## src/rtl/cbport_pkg.sv

```systemverilog
package cbport_pkg;
  localparam int NCB  = 21;
  localparam int SLW  = $clog2(NCB);
  localparam int CNTW = $clog2(NCB + 1);

  typedef logic [NCB-1:0] cmask_t;
  typedef logic [SLW-1:0] slot_t;

  // slot number of the n-th set bit of m, counting from bit 0
  function automatic slot_t nth_set(cmask_t m, slot_t n);
    slot_t c;
    nth_set = '0;
    c = '0;
    for (int b = 0; b < NCB; b++) begin
      if (m[b]) begin
        if (c == n) nth_set = slot_t'(b);
        c = c + slot_t'(1);
      end
    end
  endfunction
endpackage

```

## src/rtl/cbit_burst_seq.sv

```systemverilog
module cbit_burst_seq #(
  parameter int IDXW = 4
) (
  input  logic            clk,
  input  logic            rst,
  input  logic            start,
  input  logic [IDXW-1:0] len,
  output logic            active,
  output logic            hi,
  output logic [IDXW-1:0] idx
);
  always_ff @(posedge clk) begin
    if (rst) begin
      active <= 1'b0;
      hi     <= 1'b0;
      idx    <= '0;
    end else if (start) begin
      active <= 1'b1;
      hi     <= 1'b0;
      idx    <= '0;
    end else if (active) begin
      if (!hi) begin
        hi <= 1'b1;
      end else begin
        hi <= 1'b0;
        if (idx == len - IDXW'(1)) active <= 1'b0;
        else                       idx    <= idx + IDXW'(1);
      end
    end
  end


  hi_phase_chk: assert property (@(posedge clk) disable iff (rst)
    (active && hi) |=> !hi);
endmodule

```

## src/rtl/cbit_rx_ser.sv

```systemverilog
module cbit_rx_ser import cbport_pkg::*; #(
  parameter cmask_t TAKE = 21'h0DFE1D,
  parameter cmask_t DLM  = 21'h007000
) (
  input  logic clk,
  input  logic rst,
  input  logic fs,
  input  logic cs,
  input  logic din,
  input  logic dl_en,
  output logic sclk,
  output logic sdat,
  output logic sfp,
  output logic sdl
);
  localparam int NSER = $countones(TAKE);
  localparam int IDXW = $clog2(NSER + 1);

  logic [CNTW-1:0] cidx;
  cmask_t          cap, snap;
  logic            act, hi;
  logic [IDXW-1:0] idx;
  slot_t           slot;

  cbit_burst_seq #(.IDXW(IDXW)) u_seq (
    .clk(clk), .rst(rst), .start(fs), .len(IDXW'(NSER)),
    .active(act), .hi(hi), .idx(idx)
  );

  assign slot = nth_set(TAKE, slot_t'(idx));

  always_ff @(posedge clk) begin
    if (rst) begin
      cidx <= '0;
      cap  <= '0;
      snap <= '0;
    end else if (fs) begin
      cidx <= '0;
      snap <= cap;
    end else if (cs && cidx < CNTW'(NCB)) begin
      cap[slot_t'(cidx)] <= din;
      cidx               <= cidx + CNTW'(1);
    end
  end

  always_ff @(posedge clk) begin
    if (rst) begin
      sclk <= 1'b0;
      sdat <= 1'b0;
      sfp  <= 1'b0;
      sdl  <= 1'b0;
    end else begin
      sclk <= act & hi;
      sdat <= act & snap[slot];
      sfp  <= act & (idx == '0);
      sdl  <= act & dl_en & DLM[slot];
    end
  end


  rx_hold_chk: assert property (@(posedge clk) disable iff (rst)
    sclk |-> $stable(sdat));

  rx_fp_chk: assert property (@(posedge clk) disable iff (rst)
    $rose(sfp) |-> !sclk);

  rx_dl_chk: assert property (@(posedge clk) disable iff (rst)
    !$past(dl_en) |-> !sdl);
endmodule

```

## src/rtl/cbit_tx_merge.sv

```systemverilog
module cbit_tx_merge import cbport_pkg::*; #(
  parameter cmask_t TAKE  = 21'h0DFE1D,
  parameter cmask_t DROP  = 21'h000001,
  parameter cmask_t SPARE = 21'h120020,
  parameter cmask_t DLM   = 21'h007000
) (
  input  logic clk,
  input  logic rst,
  input  logic fs,
  input  logic cs,
  input  logic din,
  input  logic full,
  input  logic dl_en,
  input  logic sdi,
  output logic sclk,
  output logic sfp,
  output logic sdl,
  output logic dout
);
  localparam cmask_t TAKE_S = TAKE & ~DROP;
  localparam int     NFULL  = $countones(TAKE);
  localparam int     NSHORT = $countones(TAKE_S);
  localparam int     IDXW   = $clog2(NFULL + 1);

  logic            bm;
  cmask_t          bmask, col, apply, amask;
  logic [CNTW-1:0] ccnt;
  logic            act, hi, ins;
  logic [IDXW-1:0] idx;
  slot_t           slot, cslot;

  assign bmask = bm ? TAKE : TAKE_S;
  assign slot  = nth_set(bmask, slot_t'(idx));
  assign cslot = slot_t'(ccnt);
  assign ins   = cs && !fs && (ccnt < CNTW'(NCB));

  cbit_burst_seq #(.IDXW(IDXW)) u_seq (
    .clk(clk), .rst(rst), .start(fs),
    .len(bm ? IDXW'(NFULL) : IDXW'(NSHORT)),
    .active(act), .hi(hi), .idx(idx)
  );

  always_ff @(posedge clk) begin
    if (rst) begin
      bm    <= 1'b0;
      col   <= '0;
      apply <= '0;
      amask <= '0;
      ccnt  <= '0;
    end else begin
      if (fs) begin
        bm    <= full;
        apply <= col;
        amask <= bmask;
        ccnt  <= '0;
      end else if (ins) begin
        ccnt <= ccnt + CNTW'(1);
      end
      if (act && hi) col[slot] <= sdi;
    end
  end

  always_ff @(posedge clk) begin
    if (rst) begin
      sclk <= 1'b0;
      sfp  <= 1'b0;
      sdl  <= 1'b0;
      dout <= 1'b0;
    end else begin
      sclk <= act & hi;
      sfp  <= act & (idx == '0);
      sdl  <= act & dl_en & DLM[slot];
      if (ins && amask[cslot])      dout <= apply[cslot];
      else if (ins && SPARE[cslot]) dout <= 1'b1;
      else                          dout <= din;
    end
  end


  pass_chk: assert property (@(posedge clk) disable iff (rst)
    !cs |=> (dout == $past(din)));

  spare_chk: assert property (@(posedge clk) disable iff (rst)
    (ins && SPARE[cslot] && !amask[cslot]) |=> dout);

  tx_fp_chk: assert property (@(posedge clk) disable iff (rst)
    $rose(sfp) |-> !sclk);

  tx_dl_chk: assert property (@(posedge clk) disable iff (rst)
    !$past(dl_en) |-> !sdl);
endmodule

```

## src/rtl/cbit_port.sv

```systemverilog
module cbit_port import cbport_pkg::*; #(
  parameter cmask_t TAKE_MASK  = 21'h0DFE1D,
  parameter cmask_t DROP_MASK  = 21'h000001,
  parameter cmask_t SPARE_MASK = 21'h120020,
  parameter cmask_t DL_MASK    = 21'h007000
) (
  input  logic clk,
  input  logic rst,
  input  logic dl_en,
  input  logic rx_fs,
  input  logic rx_cs,
  input  logic rx_bit,
  output logic rxp_clk,
  output logic rxp_dat,
  output logic rxp_fp,
  output logic rxp_dl,
  input  logic tx_fs,
  input  logic tx_cs,
  input  logic tx_bit_in,
  output logic tx_bit_out,
  input  logic tx_full,
  input  logic txp_dat,
  output logic txp_clk,
  output logic txp_fp,
  output logic txp_dl
);
  cbit_rx_ser #(.TAKE(TAKE_MASK), .DLM(DL_MASK)) u_rx (
    .clk(clk), .rst(rst), .fs(rx_fs), .cs(rx_cs), .din(rx_bit),
    .dl_en(dl_en), .sclk(rxp_clk), .sdat(rxp_dat), .sfp(rxp_fp),
    .sdl(rxp_dl)
  );

  cbit_tx_merge #(.TAKE(TAKE_MASK), .DROP(DROP_MASK),
                  .SPARE(SPARE_MASK), .DLM(DL_MASK)) u_tx (
    .clk(clk), .rst(rst), .fs(tx_fs), .cs(tx_cs), .din(tx_bit_in),
    .full(tx_full), .dl_en(dl_en), .sdi(txp_dat), .sclk(txp_clk),
    .sfp(txp_fp), .sdl(txp_dl), .dout(tx_bit_out)
  );


  reset_out_chk: assert property (@(posedge clk)
    $past(rst) |-> !(rxp_clk | rxp_dat | rxp_fp | rxp_dl |
                     txp_clk | txp_fp | txp_dl | tx_bit_out));
endmodule

```

## config.mk

```make
export PLATFORM = sky130hd
export DESIGN_NAME = cbit_port
export DESIGN_NICKNAME = d
export VERILOG_FILES = /design/src/rtl/cbport_pkg.sv /design/src/rtl/cbit_burst_seq.sv /design/src/rtl/cbit_rx_ser.sv /design/src/rtl/cbit_tx_merge.sv /design/src/rtl/cbit_port.sv
export SDC_FILE = /design/constraint.sdc
export NUM_CORES = 1
export LEC_CHECK = 0
export ABC_AREA = 1
export BUFFER_PORTS_ARGS = -buffer_cell sky130_fd_sc_hd__buf_2
export CORE_MARGIN = 5
export CORE_UTILIZATION = 40
export DETAILED_ROUTE_END_ITERATION = 10
export GPL_TIMING_DRIVEN = 0
export SLEW_MARGIN = 20
export SYNTH_ARGS = -nofsm -noshare
export SYNTH_HDL_FRONTEND = slang
export SYNTH_SLANG_ARGS = --single-unit
```

## constraint.sdc

```tcl
create_clock -name clk -period 5.1 [get_ports clk]
set_input_delay 0 -clock clk [delete_from_list [all_inputs] [get_ports clk]]
set_output_delay 0 -clock clk [all_outputs]
set_load 0.02 [all_outputs]
```

# ---- Word-level counts from Yosys, hierarchy flattened
# Memory sizes are Yosys's and may differ from the RTL's. A register that Yosys moved wholly into a read port is not among the register bits.
# Cells that the tools add are included.
dict set report totals {
  register_bits 136
  latchBits 0
  mem_bits_rw 0
  mem_bits_ro 96
  in_bits 11
  out_inout_bits 8
  elab_cells 224
  mem_count 3
}
# name depth width rd rd_ports_with_merged_regs wr line_no
set mem_list {}
lappend mem_list {{(no name shown)} 32 1 1 0 0 cbit_rx_ser.sv:56} ;# sdl <= act & dl_en & DLM[slot];
lappend mem_list {{(no name shown)} 32 1 1 0 0 cbit_tx_merge.sv:72} ;# sdl <= act & dl_en & DLM[slot];
lappend mem_list {{(no name shown)} 32 1 1 1 0 cbit_tx_merge.sv:74} ;# else if (ins && SPARE[cslot]) dout <= 1'b1;
dict set report classes {
  n_addsub 24
  multipliers 0
  n_div 0
  order_cmp 8
  eq_ne 35
  n_shift 0
  mux 104
  n_bitwise 12
  n_reduce_logical 16
}
# operator n
set ops {}
lappend ops {{5-bit two-way mux} 72}
lappend ops {{5-bit by 1-bit adder with 5-bit output, second input constant} 20}
lappend ops {{5-bit by 4-bit == test with 1-bit output} 19}
lappend ops {{21-bit bitwise mux} 2}
lappend ops {{4-bit == test, first input constant} 6}
lappend ops {{5-bit by 6-bit less-than comparator with 1-bit output, second input constant} 4}
lappend ops {{1-bit two-way mux} 23}
lappend ops {{3-bit by 4-bit == test with 1-bit output, first input constant} 4}
lappend ops {{1-bit binary-select mux with 5-bit select} 3}
lappend ops {{1-bit demux with 5-bit select} 2}
lappend ops {{5-bit by 1-bit greater-or-equal comparator with 1-bit output, second input constant} 2}
lappend ops {{5-bit less-than comparator, second input constant} 2}
lappend ops {{1-bit AND} 9}
lappend ops {{4-bit by 1-bit adder with 4-bit output, second input constant} 2}
lappend ops {{2-bit by 4-bit == test with 1-bit output, first input constant} 2}
lappend ops {{1-bit logical AND} 8}
lappend ops {{4-bit logical NOT} 2}
lappend ops {{3-bit AND reduction} 2}
lappend ops {{1-bit by 4-bit == test with 1-bit output} 1}
lappend ops {{1-bit by 4-bit == test with 1-bit output, first input constant} 1}
lappend ops {{4-bit == test} 1}
lappend ops {{4-bit == test, second input constant} 1}
lappend ops {{2-bit two-way mux} 2}
lappend ops {{2-bit OR reduction} 2}
lappend ops {{other kinds (5)} 7}

# ---- Longest topological paths before layout
# Gate-level depths: netlist (run 1).
dict set report logic_depth {
  depth_word 48
  mapped_depth 15
  depth_no_buf 14
}

# ---- By module
# Synthesis (run 1) repeated with hierarchy kept, for this count alone.
dict set report unflattened {
  hier_cells 811
  hier_area_um2 5746.8
}
# mod n_inst cells_per_inst area_per_inst_um2
set by_module_without_submodules {}
lappend by_module_without_submodules {cbit_tx_merge 1 362 2497.4}
lappend by_module_without_submodules {cbit_rx_ser 1 319 2391.0}
lappend by_module_without_submodules {cbit_burst_seq 2 65 429.2}

# ---- Least setup slack after synthesis (run 1)
# Ideal clock, no wire load.
dict set report synth_timing {
  path_kind {reg-to-reg}
  startpoint {reg u_rx.u_seq.idx[0]}
  endpoint {reg u_rx.sdat}
  setup_time_ns 0.117
  arrival_time_ns 1.561
  required_time_ns 4.983
  setup_slack_ns 3.421
  stages_incl_launch_ff 16
  n_path_buf 1
  path_cell_list {dfxtp_1 -> inv_1 -> ha_1 -> inv_1 -> nor2_1 -> nand2_1 -> nand2_1 -> nand2_2 -> nand2_1 -> buf_4 -> nand2_1 -> nand3_1 -> nand3_1 -> nand2_1 -> nor2_1 -> a21oi_1}
}
dict set report synth_between {
  elab_chain_len 17
  elab_cells_between_ends 29
  classes_between {eq/ne: 13; mux: 15; bitwise: 1}
}
# item line_no
set synth_rtl {}
lappend synth_rtl {{start: declaration} cbit_burst_seq.sv:10} ;# output logic [IDXW-1:0] idx
lappend synth_rtl {{start signal: assignment} cbit_burst_seq.sv:27} ;# else idx <= idx + IDXW'(1);
lappend synth_rtl {{1-bit by 4-bit == test with 1-bit output} cbport_pkg.sv:16} ;# if (c == n) nth_set = slot_t'(b);
lappend synth_rtl {{2-bit two-way mux} cbport_pkg.sv:16}
lappend synth_rtl {{5-bit two-way mux (11 in a row)} cbport_pkg.sv:16}
lappend synth_rtl {{5-bit two-way mux (*)} cbport_pkg.sv:16}
lappend synth_rtl {{1-bit binary-select mux with 5-bit select (*)} cbit_rx_ser.sv:54} ;# sdat <= act & snap[slot];
lappend synth_rtl {{1-bit two-way mux (implied by the code) (*)} cbit_rx_ser.sv:54}
lappend synth_rtl {{1-bit AND (*)} cbit_rx_ser.sv:54}
lappend synth_rtl {{end signal: assignment} cbit_rx_ser.sv:54}
lappend synth_rtl {{end: declaration} cbit_rx_ser.sv:12} ;# output logic sdat,
# Every way passes the cells marked *; elsewhere a longest branch is shown, timed or not. The select of a mux whose other input is x is not followed.
# A chain may end at the register's enable or synchronous reset.

# ---- Final worst setup path (run 1)
dict set report layout_timing {
  startpoint {reg u_rx.cidx[3]}
  endpoint {reg u_rx.cap[16]}
}
dict set report layout_between {
  elab_chain_len 5
  elab_cells_between_ends 9
  classes_between {order compare: 3; mux: 3; reduce/logical: 3}
}
# item line_no
set layout_rtl {}
lappend layout_rtl {{start: declaration} cbit_rx_ser.sv:19} ;# logic [CNTW-1:0] cidx;
lappend layout_rtl {{start signal: assignment} cbit_rx_ser.sv:42} ;# cidx <= cidx + CNTW'(1);
lappend layout_rtl {{5-bit by 6-bit less-than comparator with 1-bit output (implied by the code) or 5-bit by 1-bit greater-or-equal comparator with 1-bit output (tied branches)} cbit_rx_ser.sv:41} ;# cap[slot_t'(cidx)] <= din;
lappend layout_rtl {{1-bit logical AND (implied by the code)} cbit_rx_ser.sv:41}
lappend layout_rtl {{1-bit two-way mux (implied by the code)} cbit_rx_ser.sv:41}
lappend layout_rtl {{1-bit demux with 5-bit select} -}
lappend layout_rtl {{21-bit bitwise mux} cbit_rx_ser.sv:41}
lappend layout_rtl {{end signal: indexed assignment} cbit_rx_ser.sv:41}
lappend layout_rtl {{end: declaration} cbit_rx_ser.sv:20} ;# cmask_t cap, snap;
# Several ways; a longest one is shown, not always the timed one.

==> flow_metrics.env, run 1 <==
export IMPL_fp_dieW_um=123
export IMPL_worst_ep_required_time_ps=5400
export IMPL_die_area_um2=15300
export IMPL_slew_violations=0
export IMPL_final_area_um2=6110
export IMPL_ys_seq_area_share_pct=45.1
export IMPL_antenna_found_initial=0
export IMPL_status="completed"
export IMPL_worstReg2RegStart="u_rx.cidx[3]$_SDFFE_PP0P_"
export IMPL_fin_tns_setup_ps=0
export IMPL_clockRootBuffer="clkbuf_16"
export IMPL_rows=41
export IMPL_postRouteWirelength_um=12000
export IMPL_grt_first_pass_wirelength_um=20500
export IMPL_chipHeight_um=123
export IMPL_rrSetupSlack_ps=2950
export IMPL_dp_hpwl_um=8730
export IMPL_arrival_ps=2450
export IMPL_rsz0062_at_grt="false"
export IMPL_io_pins=19
export IMPL_firstDrtPassIters=5
export IMPL_clock_sinks=116
export IMPL_ys_ff_latch=116
export IMPL_path_clk_slew_ps=50
export IMPL_drive_above_1_share_pct=10.4
export IMPL_hold_viol_final=0
export IMPL_clock_fmax_mhz=465
export IMPL_power_density_nw_per_um2=356
export IMPL_rr_endpoint="u_rx.cap[16]$_SDFFE_PP0P_"
export IMPL_p_leak_nw=2.45
export IMPL_clk_path_buf_depth=2
export IMPL_grt_pass1_vias=4345
export IMPL_syn2layout_area_growth_pct=18.6
export IMPL_num_vias=4635
export IMPL_dpl_cell_area_um2=5450
export IMPL_path_class="reg2reg"
export IMPL_min_to="u_tx.amask[18]$_SDFFE_PP0P_"
export IMPL_clock_skew_ps=8.69
export IMPL_yosys_area_top_type="dfxtp_1"
export IMPL_hold_depth=3
export IMPL_ys_warn_count=0
export IMPL_gp_congestion=0.846
export IMPL_period_minus_slack_ps=2150
export IMPL_overflow=0
export IMPL_end_kind="register"
export IMPL_synth_fp_nets=735
export IMPL_grt_max_degree=17
export IMPL_core_area_um2=12600
export IMPL_nets=779
export IMPL_post_cts_setup_buffer_count=0
export IMPL_rr_worst_depth=9
export IMPL_vdd_drop_max_mv=0.217
export IMPL_drc_errors=0
export IMPL_worstSkewPairLatency_ps=410
export IMPL_tightest_slew_ps=668
export IMPL_timing_hold_ws_ps=51.8
export IMPL_io_buffers=16
export IMPL_synth_area_um2=5150
export IMPL_hp_start="tx_fs"
export IMPL_yosys_top_cells_area="dfxtp_1, nand2_1, o21ai_0, inv_1, a21oi_1"
export IMPL_hp_class="in2reg"
export IMPL_numCtsBuffers=17
export IMPL_vias_per_cell=4.93
export IMPL_cts_tree="yes"
export IMPL_cp_max_fo=7
export IMPL_finalCritPeriodShare_pct=42.2
export IMPL_ant_nets=0
export IMPL_crit_path_start_kind="register"
export IMPL_diodes=0
export IMPL_cts_resized=0
export IMPL_avgSynthCellArea_um2=7.23
export IMPL_synth_top_area_share_pct=45.1
export IMPL_synthCells=713
export IMPL_htreeDepth=4
export IMPL_start_util_pct=40.8
export IMPL_cap_violations=0
export IMPL_finalSetupViolCount=0
export IMPL_synth_edf_count=0
export IMPL_slew_headroom_pct=55.3
export IMPL_track_usage_pct=17.1
export IMPL_ys_flop_type="dfxtp_1"
export IMPL_routedWlPerCell_um=12.7
export IMPL_synth_async_reset_ratio_pct=0
export IMPL_synth_cell_types=36
export IMPL_drt_first_iter_violations=329
[how the worst max path moves through the flow]
stage                     cells after the start                        end  slack [ps]                      startpoint
final                                         9  u_rx.cap[16]$_SDFFE_PP0P_        2950       u_rx.cidx[3]$_SDFFE_PP0P_
after global routing                         10  u_rx.cap[16]$_SDFFE_PP0P_        2780       u_rx.cidx[2]$_SDFFE_PP0P_
after CTS                                     9  u_rx.cap[16]$_SDFFE_PP0P_        2950       u_rx.cidx[3]$_SDFFE_PP0P_
after detailed placement                     14       u_rx.sdat$_SDFF_PP0_        3140  u_rx.u_seq.idx[0]$_SDFFE_PP0P_
after global placement                       14       u_rx.sdat$_SDFF_PP0_        3130  u_rx.u_seq.idx[0]$_SDFFE_PP0P_
after floorplan                              15       u_rx.sdat$_SDFF_PP0_        3420  u_rx.u_seq.idx[0]$_SDFFE_PP0P_
[sequential cells by signal, summed over array words and instances (netlist names), 2 cells and up, named ones only]
name	cells
u_tx.apply	21
u_tx.col	21
u_rx.cap	20
u_rx.snap	20
u_rx.cidx	5
u_tx.ccnt	5
u_rx.u_seq.idx	4
u_tx.u_seq.idx	4
u_tx.amask	2
[worst max-delay path, cell delays in order, from the launching register on]
cell and delay, ps:
dfxtp_1 350, inv_2 120, nand2_1 70, a21oi_2 150, nand2_2 110, or2_1 230
buf_6 160, nor4_1 240, nor3_2 60, dlygate4sd3_1 550
[power by group]
group | total [mW] | switching (mW) | internal (mW)
logic | 0.107 | 0.0738 | 0.0335
clock network | 1.15 | 0.402 | 0.746
registers | 0.923 | 0.00578 | 0.917
[cell type report]
type,count,area (um^2)
repair buffers,25,170
inverters,97,364
multi-input cells,476,2350
flip-flops and latches,116,2320
well taps,172,215
clock inverters,10,108
clock buffers,20,467
plain buffers,24,111
fillers,1303,6510
[synthesized netlist by cell type (2+ instances only)]
cell type  number
nor2_8          3
nand2_2         7
nor2_4          3
clkbuf_1       13
nor2_1         65
a21oi_1        59
nand2_1       136
o21ai_1        18
o21ai_0        76
inv_2           7
nand4_1         3
ha_1           11
buf_4           2
buf_1           3
nor3_1         12
nor4_1          5
dfxtp_1       116
nand3_1        53
nand3_2         2
xnor2_1         2
o22ai_1         9
buf_2           5
inv_1          90
[cells in the final DEF (no fill, tap or decap), types with 12 or more instances in the layout]
master and n:
a21oi_1 59, buf_2 21, clkbuf_1 13, clkbuf_16 17, dfxtp_1 116, inv_1 90, nand2_1 136, nand3_1 53
nor2_1 65, nor3_1 12, o21ai_0 76, o21ai_1 18
[logic make-up after synthesis]
| family | synth area share [%] |
|---|---|
| simple gates | 25.9 |
| compound gates | 16.6 |
| buf+inv | 9.23 |
| flops | 45.1 |
| fa+ha+maj | 2.67 |
| xor+xnor | 0.510 |
[repair_timing]
item / in CTS / in global routing
hold buffers: 9 / 0
endpoints found under the hold margin: 15 / 0
endpoints found under the setup margin: 0 / 0
[metal layers]
layer,track usage (%),wire length [um],vias up
met5,0,0,-
met4,6.44,157,0
met3,4.80,602,17
met2,26.1,5290,100
met1,22.9,5910,2102
li1,-,-,2416
[per-stage QoR]
step                cells  worst slack, ps  power, mW  utilization [%]
finish                940             2950       2.18             48.4
CTS                   940             2950       2.20             48.4
floorplan             713             3420       1.01                -
detailed placement    901             3140       1.04             43.2
global placement      901             3130       1.04             43.2
global route          940             2780       2.26             48.4
No activity file was read; power rests on OpenSTA's default activity.
==> run 2: changes to the inputs <==
Settings changed: ABC_AREA 1 to 0.
Clock period 5.1 ns to 2.2 ns, I/O delays scaled along.
==> run 2 against run 1 <==
  * Core utilization shrank 0.40 points
  * Via count is 3.4% lower
  * Critical path type unchanged
  * Setup slack worse by 2900 ps
  * Sequential cell count is the same
  * Sequential share of layout area is 1.3 points lower
==> flow_metrics.env, run 2 <==
export IMPL_slew_violations=0
export IMPL_finalSetupViolCount=0
export IMPL_pre_cts_ws_ps=-304
export IMPL_vdd_drop_max_mv=0.584
export IMPL_synth_async_reset_ratio_pct=0
export IMPL_cap_violations=0
export IMPL_yosys_area_share_simple_pct=20.0
export IMPL_yosys_top_cells_area="dfxtp_1, mux2i_1, nor2_1, a21oi_1, o21ai_0"
export IMPL_p_leak_nw=2.38
export IMPL_final_core_util_pct=48.0
export IMPL_fin_ws_ps=54.9
export IMPL_final_area_um2=6340
export IMPL_final_cells=848
export IMPL_fin_tns_setup_ps=0
export IMPL_diodes=0
export IMPL_track_usage_pct=16.2
export IMPL_arrival_ps=2420
export IMPL_grt_pass1_vias=4216
export IMPL_power_switching_mw=1.03
export IMPL_clockRootBuffer="clkbuf_16"
export IMPL_grt_first_pass_wirelength_um=20700
export IMPL_reg_top3="u_tx.apply x21, u_tx.col x21"
export IMPL_numCtsBuffers=17
export IMPL_synthAdderAreaFrac_pct=2.58
export IMPL_drive_above_1_share_pct=11.6
export IMPL_gp_congestion=0.859
export IMPL_use_met1_pct=22.1
export IMPL_end_kind="register"
export IMPL_seq_area_um2=2330
export IMPL_drt_first_iter_violations=313
export IMPL_path_class="reg2reg"
export IMPL_htreeDepth=4
export IMPL_crit_slowest_cell="mux4_2"
export IMPL_intPower_mw=3.80
export IMPL_io_buffers=15
export IMPL_chipHeight_um=126
export IMPL_postRouteWirelength_um=12300
export IMPL_die_area_um2=15800
export IMPL_io_pins=19
export IMPL_ant_nets=0
export IMPL_p_seq_share_pct=44.3
export IMPL_fillCellCount=1258
export IMPL_ys_warn_count=0
export IMPL_power_density_nw_per_um2=762
export IMPL_start_util_pct=40.5
export IMPL_worstSkewPairLatency_ps=410
export IMPL_drc_errors=0
export IMPL_nets=682
export IMPL_finalCritPeriodShare_pct=97.5
export IMPL_synthMuxAreaShare_pct=14.6
export IMPL_top_usage_layer="met2"
export IMPL_power_share_clock_pct=51.4
export IMPL_crit_path_start_kind="register"
export IMPL_synth_fp_nets=638
export IMPL_slew_headroom_pct=45.6
export IMPL_grt_met3_usage_pct=3.75
export IMPL_hp_class="in2reg"
export IMPL_cp_max_fo=9
export IMPL_path_clk_slew_ps=50
export IMPL_core_area_um2=13200
export IMPL_vias_per_cell=5.28
export IMPL_clk_path_buf_depth=2
export IMPL_synth_edf_count=0
export IMPL_placed_cells_incl_taps=807
export IMPL_routedWlPerCell_um=14.5
export IMPL_critPathMaxStageDelay_ps=530
export IMPL_firstDrtPassIters=6
export IMPL_rows=42
export IMPL_ys_flop_type="dfxtp_1"
export IMPL_synth_top_area_share_pct=43.5
export IMPL_synth_xor_area_share_pct=1.97
export IMPL_synth_compound_area_share_pct=13.4
export IMPL_period_minus_slack_ps=2150
export IMPL_clock_skew_ps=10.8
export IMPL_synthCells=616
export IMPL_status="completed"
export IMPL_cp_cell_sequence="ha_1, buf_6, o21bai_2, mux2i_4, mux4_2, mux2i_1, a2111o_1, nand4_1"
export IMPL_grt_max_degree=17
export IMPL_syn2layout_area_growth_pct=18.7
export IMPL_crit_family="multiplexers"
export IMPL_avgSynthCellArea_um2=8.67
export IMPL_mostFrequentLayoutCell="nor2_1"
export IMPL_crit_buf_inv=1
export IMPL_num_vias=4476
export IMPL_ys_seq_area_share_pct=43.5
export IMPL_tightest_slew_ps=815
export IMPL_synth_cell_types=55
export IMPL_grt_met2_usage_pct=24.6
export IMPL_antenna_found_initial=0
export IMPL_worst_ep_required_time_ps=2470
export IMPL_dp_hpwl_um=8650
export IMPL_cts_tree="yes"
export IMPL_dpl_cell_area_um2=5640
export IMPL_hold_viol_final=0
export IMPL_p_sw_share_pct=21.4
export IMPL_ys_ff_latch=116
export IMPL_timing_hold_ws_ps=20.6
export IMPL_combinationalPowerShare_pct=4.3
export IMPL_yosys_area_top_type="dfxtp_1"
export IMPL_p_total_mw=4.83
export IMPL_overflow=0
export IMPL_fp_dieW_um=126
export IMPL_clock_fmax_mhz=466
export IMPL_clock_sinks=116
export IMPL_synth_top_family_by_area="simple AND/OR/NAND/NOR gates"
export IMPL_layout_common_cells="nor2_1, dfxtp_1, mux2i_1"
export IMPL_multi_input_area_um2=2860
export IMPL_synth_common_cells="dfxtp_1, nor2_1, mux2i_1"
export IMPL_synth_area_um2=5340
## run 2: routing by layer
layer  routed length, um  up-vias
met3                 471       17
met2                5410       90
met1                6230     2153
li1                    -     2216
met4                 214        0
met5                   0        -
## run 2: cell type report
cell class / instances / share of cell area, %
multi-input cells: 446 / 45.1
flip-flops and latches: 116 / 36.7
clock buffers: 27 / 8.25
well taps: 176 / 3.48
repair buffers: 27 / 2.80
plain buffers: 42 / 2.71
inverters: 10 / 0.592
clock inverters: 4 / 0.316
## run 2: cell families after synthesis
group / after synthesis
and+or+nand+nor: 234
AOI/OAI and AO/OA: 123
DFF: 116
muxes: 66
buffers and inverters: 54
xor gates and xnor gates: 12
adders and majority gates: 11
## run 2: timing repair
item	CTS	global route
resized for setup	5	14
gates cloned	0	0
setup buffers	5	2
pin swaps	1	3
endpoints found under the setup margin	3	7
hold buffers	5	0
hold endpoints to repair	22	0
## run 2: final timing paths
path	depth (start not counted)	endpoint	startpoint	slack (ps)
max	8	u_rx.sdat$_SDFF_PP0_	u_rx.u_seq.idx[0]$_SDFFE_PP0P_	50
min	3	u_rx.cidx[1]$_SDFFE_PP0P_	rx_cs	20
max reg2reg	8	u_rx.sdat$_SDFF_PP0_	u_rx.u_seq.idx[0]$_SDFFE_PP0P_	50
min reg2reg	1	u_tx.col[8]$_SDFFE_PP0P_	u_tx.col[8]$_SDFFE_PP0P_	470
## run 2: power groups by stage
stage | combinational [mW] | clock (mW) | sequential (mW)
after global placement | 0.198 | 0 | 2.18
after CTS | 0.210 | 2.53 | 2.13
after detailed placement | 0.201 | 0 | 2.18
after floorplan | 0.136 | 0 | 2.18
final | 0.209 | 2.48 | 2.14
after global routing | 0.230 | 2.63 | 2.14
## run 2: worst reg2reg max path, delay by kind of cell (launching register included)
family,cells,cell delay [ps]
flops,1,360
compound gates,2,310
buf+inv,1,140
fa+ha+maj,1,210
simple gates,1,100
mux,3,890
==> run 3: changes to the inputs <==
Settings changed: GPL_TIMING_DRIVEN 0 to not set, TNS_END_PERCENT set to 20.
==> run 3 against run 2 <==
  * Final cell count decreased by 2.6%
  * Hold slack better by 1.9 ps
  * Register-to-register slack improved by 90 ps
  * Non-clock buffer count decreased by 23
  * Critical path type unchanged
  * Core utilization is 0.10 points higher
  * Fmax grew 4.4%
  * Critical endpoint unchanged
  * Power increased by 8.9%
  * Global-route usage fell by 0.57 points
  * Sequential share of layout area fell by 0.16 points
  * Sequential power about the same
==> flow_metrics.env, run 3 (same netlist as run 2, synthesis figures left out) <==
export IMPL_routedWlPerCell_um=14.2
export IMPL_hold_viol_final=0
export IMPL_io_buffers=18
export IMPL_path_class="reg2reg"
export IMPL_drive_above_1_share_pct=13.8
export IMPL_crit_slowest_cell="mux4_1"
export IMPL_nets=659
export IMPL_clockRootBuffer="clkbuf_16"
export IMPL_reg_top3="u_tx.apply x21, u_tx.col x21"
export IMPL_status="completed"
export IMPL_critPathMaxStageDelay_ps=570
export IMPL_htreeDepth=4
export IMPL_vdd_drop_max_mv=0.561
export IMPL_arrival_ps=2350
export IMPL_post_cts_setup_buffer_count=0
export IMPL_finalCritPeriodShare_pct=93.4
export IMPL_grt_first_pass_wirelength_um=20200
export IMPL_dp_hpwl_um=7800
export IMPL_worst_ep_required_time_ps=2490
export IMPL_syn2layout_area_growth_pct=18.9
export IMPL_hp_class="in2reg"
export IMPL_grt_pass1_vias=4071
export IMPL_finalSetupViolCount=0
export IMPL_chipHeight_um=126
export IMPL_gp_congestion=0.899
export IMPL_core_area_um2=13200
export IMPL_track_usage_pct=15.6
export IMPL_postRouteWirelength_um=11700
export IMPL_fp_dieW_um=126
export IMPL_diodes=0
export IMPL_path_clk_slew_ps=60
export IMPL_slew_violations=0
export IMPL_period_minus_slack_ps=2060
export IMPL_firstDrtPassIters=6
export IMPL_cp_max_fo=5
export IMPL_fillCellCount=1257
export IMPL_grt_max_degree=30
export IMPL_die_area_um2=15800
export IMPL_ant_nets=0
export IMPL_num_vias=4320
export IMPL_cts_tree="yes"
export IMPL_crit_family="multiplexers"
export IMPL_fin_tns_setup_ps=0
export IMPL_clock_skew_ps=8.53
export IMPL_p_total_mw=5.26
export IMPL_mostFrequentLayoutCell="dfxtp_1"
export IMPL_clk_path_buf_depth=2
export IMPL_start_util_pct=40.5
export IMPL_drc_errors=0
export IMPL_rows=42
export IMPL_cp_cell_sequence="inv_1, ha_1, o21bai_2, mux2i_4, mux4_1, mux2i_1, a2111o_1, nand4_1"
export IMPL_clock_fmax_mhz=487
export IMPL_slew_headroom_pct=55.1
export IMPL_overflow=0
export IMPL_cap_violations=0
export IMPL_worstSkewPairLatency_ps=420
export IMPL_tightest_slew_ps=674
export IMPL_rsz0062_at_grt="false"
export IMPL_clock_sinks=116
export IMPL_numCtsBuffers=17
export IMPL_layout_common_cells="dfxtp_1, nor2_1, mux2i_1"
export IMPL_p_leak_nw=2.40
export IMPL_crit_path_start_kind="register"
export IMPL_crit_buf_inv=1
export IMPL_io_pins=19
export IMPL_antenna_found_initial=0
export IMPL_vias_per_cell=5.23
export IMPL_end_kind="register"
export IMPL_drt_first_iter_violations=433
export IMPL_power_density_nw_per_um2=828
[run 3: cell types whose count changed in the layout (fill, tap and decap cells not counted), sizes merged]
| cell | before | now |
|---|---|---|
| buf | 24 | 40 |
| clkinv | 4 | 2 |
| bufinv | 0 | 4 |
| dlygate4sd3 | 5 | 6 |
| clkinvlp | 0 | 6 |
| clkbuf | 67 | 20 |
[run 3: what timing repair did]
action	CTS	global route
endpoints found under the hold margin	23	0
hold buffers	6	0
endpoints found under the setup margin	0	1
gates resized for setup	0	4
[run 3: cell type report]
| cell class | instances | area [um^2] | share of cell area [%] |
|---|---|---|---|
| inverters | 10 | 37.5 | 0.591 |
| repair buffers | 46 | 315 | 4.97 |
| clock buffers | 20 | 457 | 7.19 |
| well taps | 176 | 220 | 3.47 |
| clock inverters | 12 | 179 | 2.82 |
| multi-input cells | 446 | 2820 | 44.4 |
| flip-flops and latches | 116 | 2320 | 36.6 |
[run 3: metal layers]
layer | global-route usage, % | part of all wire [%] | up-vias
met5 | 0 | 0 | -
met4 | 6.06 | 1.6 | 0
met3 | 4.65 | 4.3 | 20
met2 | 22.7 | 43 | 90
met1 | 21.8 | 51 | 2031
li1 | - | - | 2179
[run 3: worst register-to-register path: cells and delay by family, from the launching register on]
kind                     cells  cell delay [ps]
flip-flops                   1              350
multiplexers                 3              910
adder cells (fa/ha/maj)      1              260
AND/OR/NAND/NOR              1               80
buffers and inverters        1              100
AO/OA/AOI/OAI                2              230
[run 3: metrics by stage]
stage / cell area (um^2) / instances / setup WS [ps] / util [%] / hold slack (ps)
after floorplan: 5340 / 616 / 35.3 / - / 116
after global placement: 5640 / 788 / 138 / 42.8 / 244
after detailed placement: 5640 / 788 / 55.3 / 42.8 / 246
after CTS: 6340 / 826 / 56.7 / 48.1 / 8.49
after global routing: 6350 / 826 / 26.9 / 48.1 / 33.5
final: 6350 / 826 / 145 / 48.1 / 22.5
[run 3: power by group]
group | switching [mW] | internal (mW) | total (mW)
logic | 0.126 | 0.0760 | 0.202
registers | 0.0168 | 2.12 | 2.13
clock network | 0.969 | 1.95 | 2.92
total | 1.11 | 4.14 | 5.26
[run 3: path summary, 6_finish.rpt]
path	from	depth (start not counted)	end	slack, ps
worst max register to register	u_rx.u_seq.idx[0]$_SDFFE_PP0P_	8	u_rx.sdat$_SDFF_PP0_	140
worst max-delay path	u_rx.u_seq.idx[0]$_SDFFE_PP0P_	8	u_rx.sdat$_SDFF_PP0_	140
worst min register to register	u_tx.col[8]$_SDFFE_PP0P_	1	u_tx.col[8]$_SDFFE_PP0P_	470
worst min-delay path	rx_bit	3	u_rx.cap[11]$_SDFFE_PP0P_	20
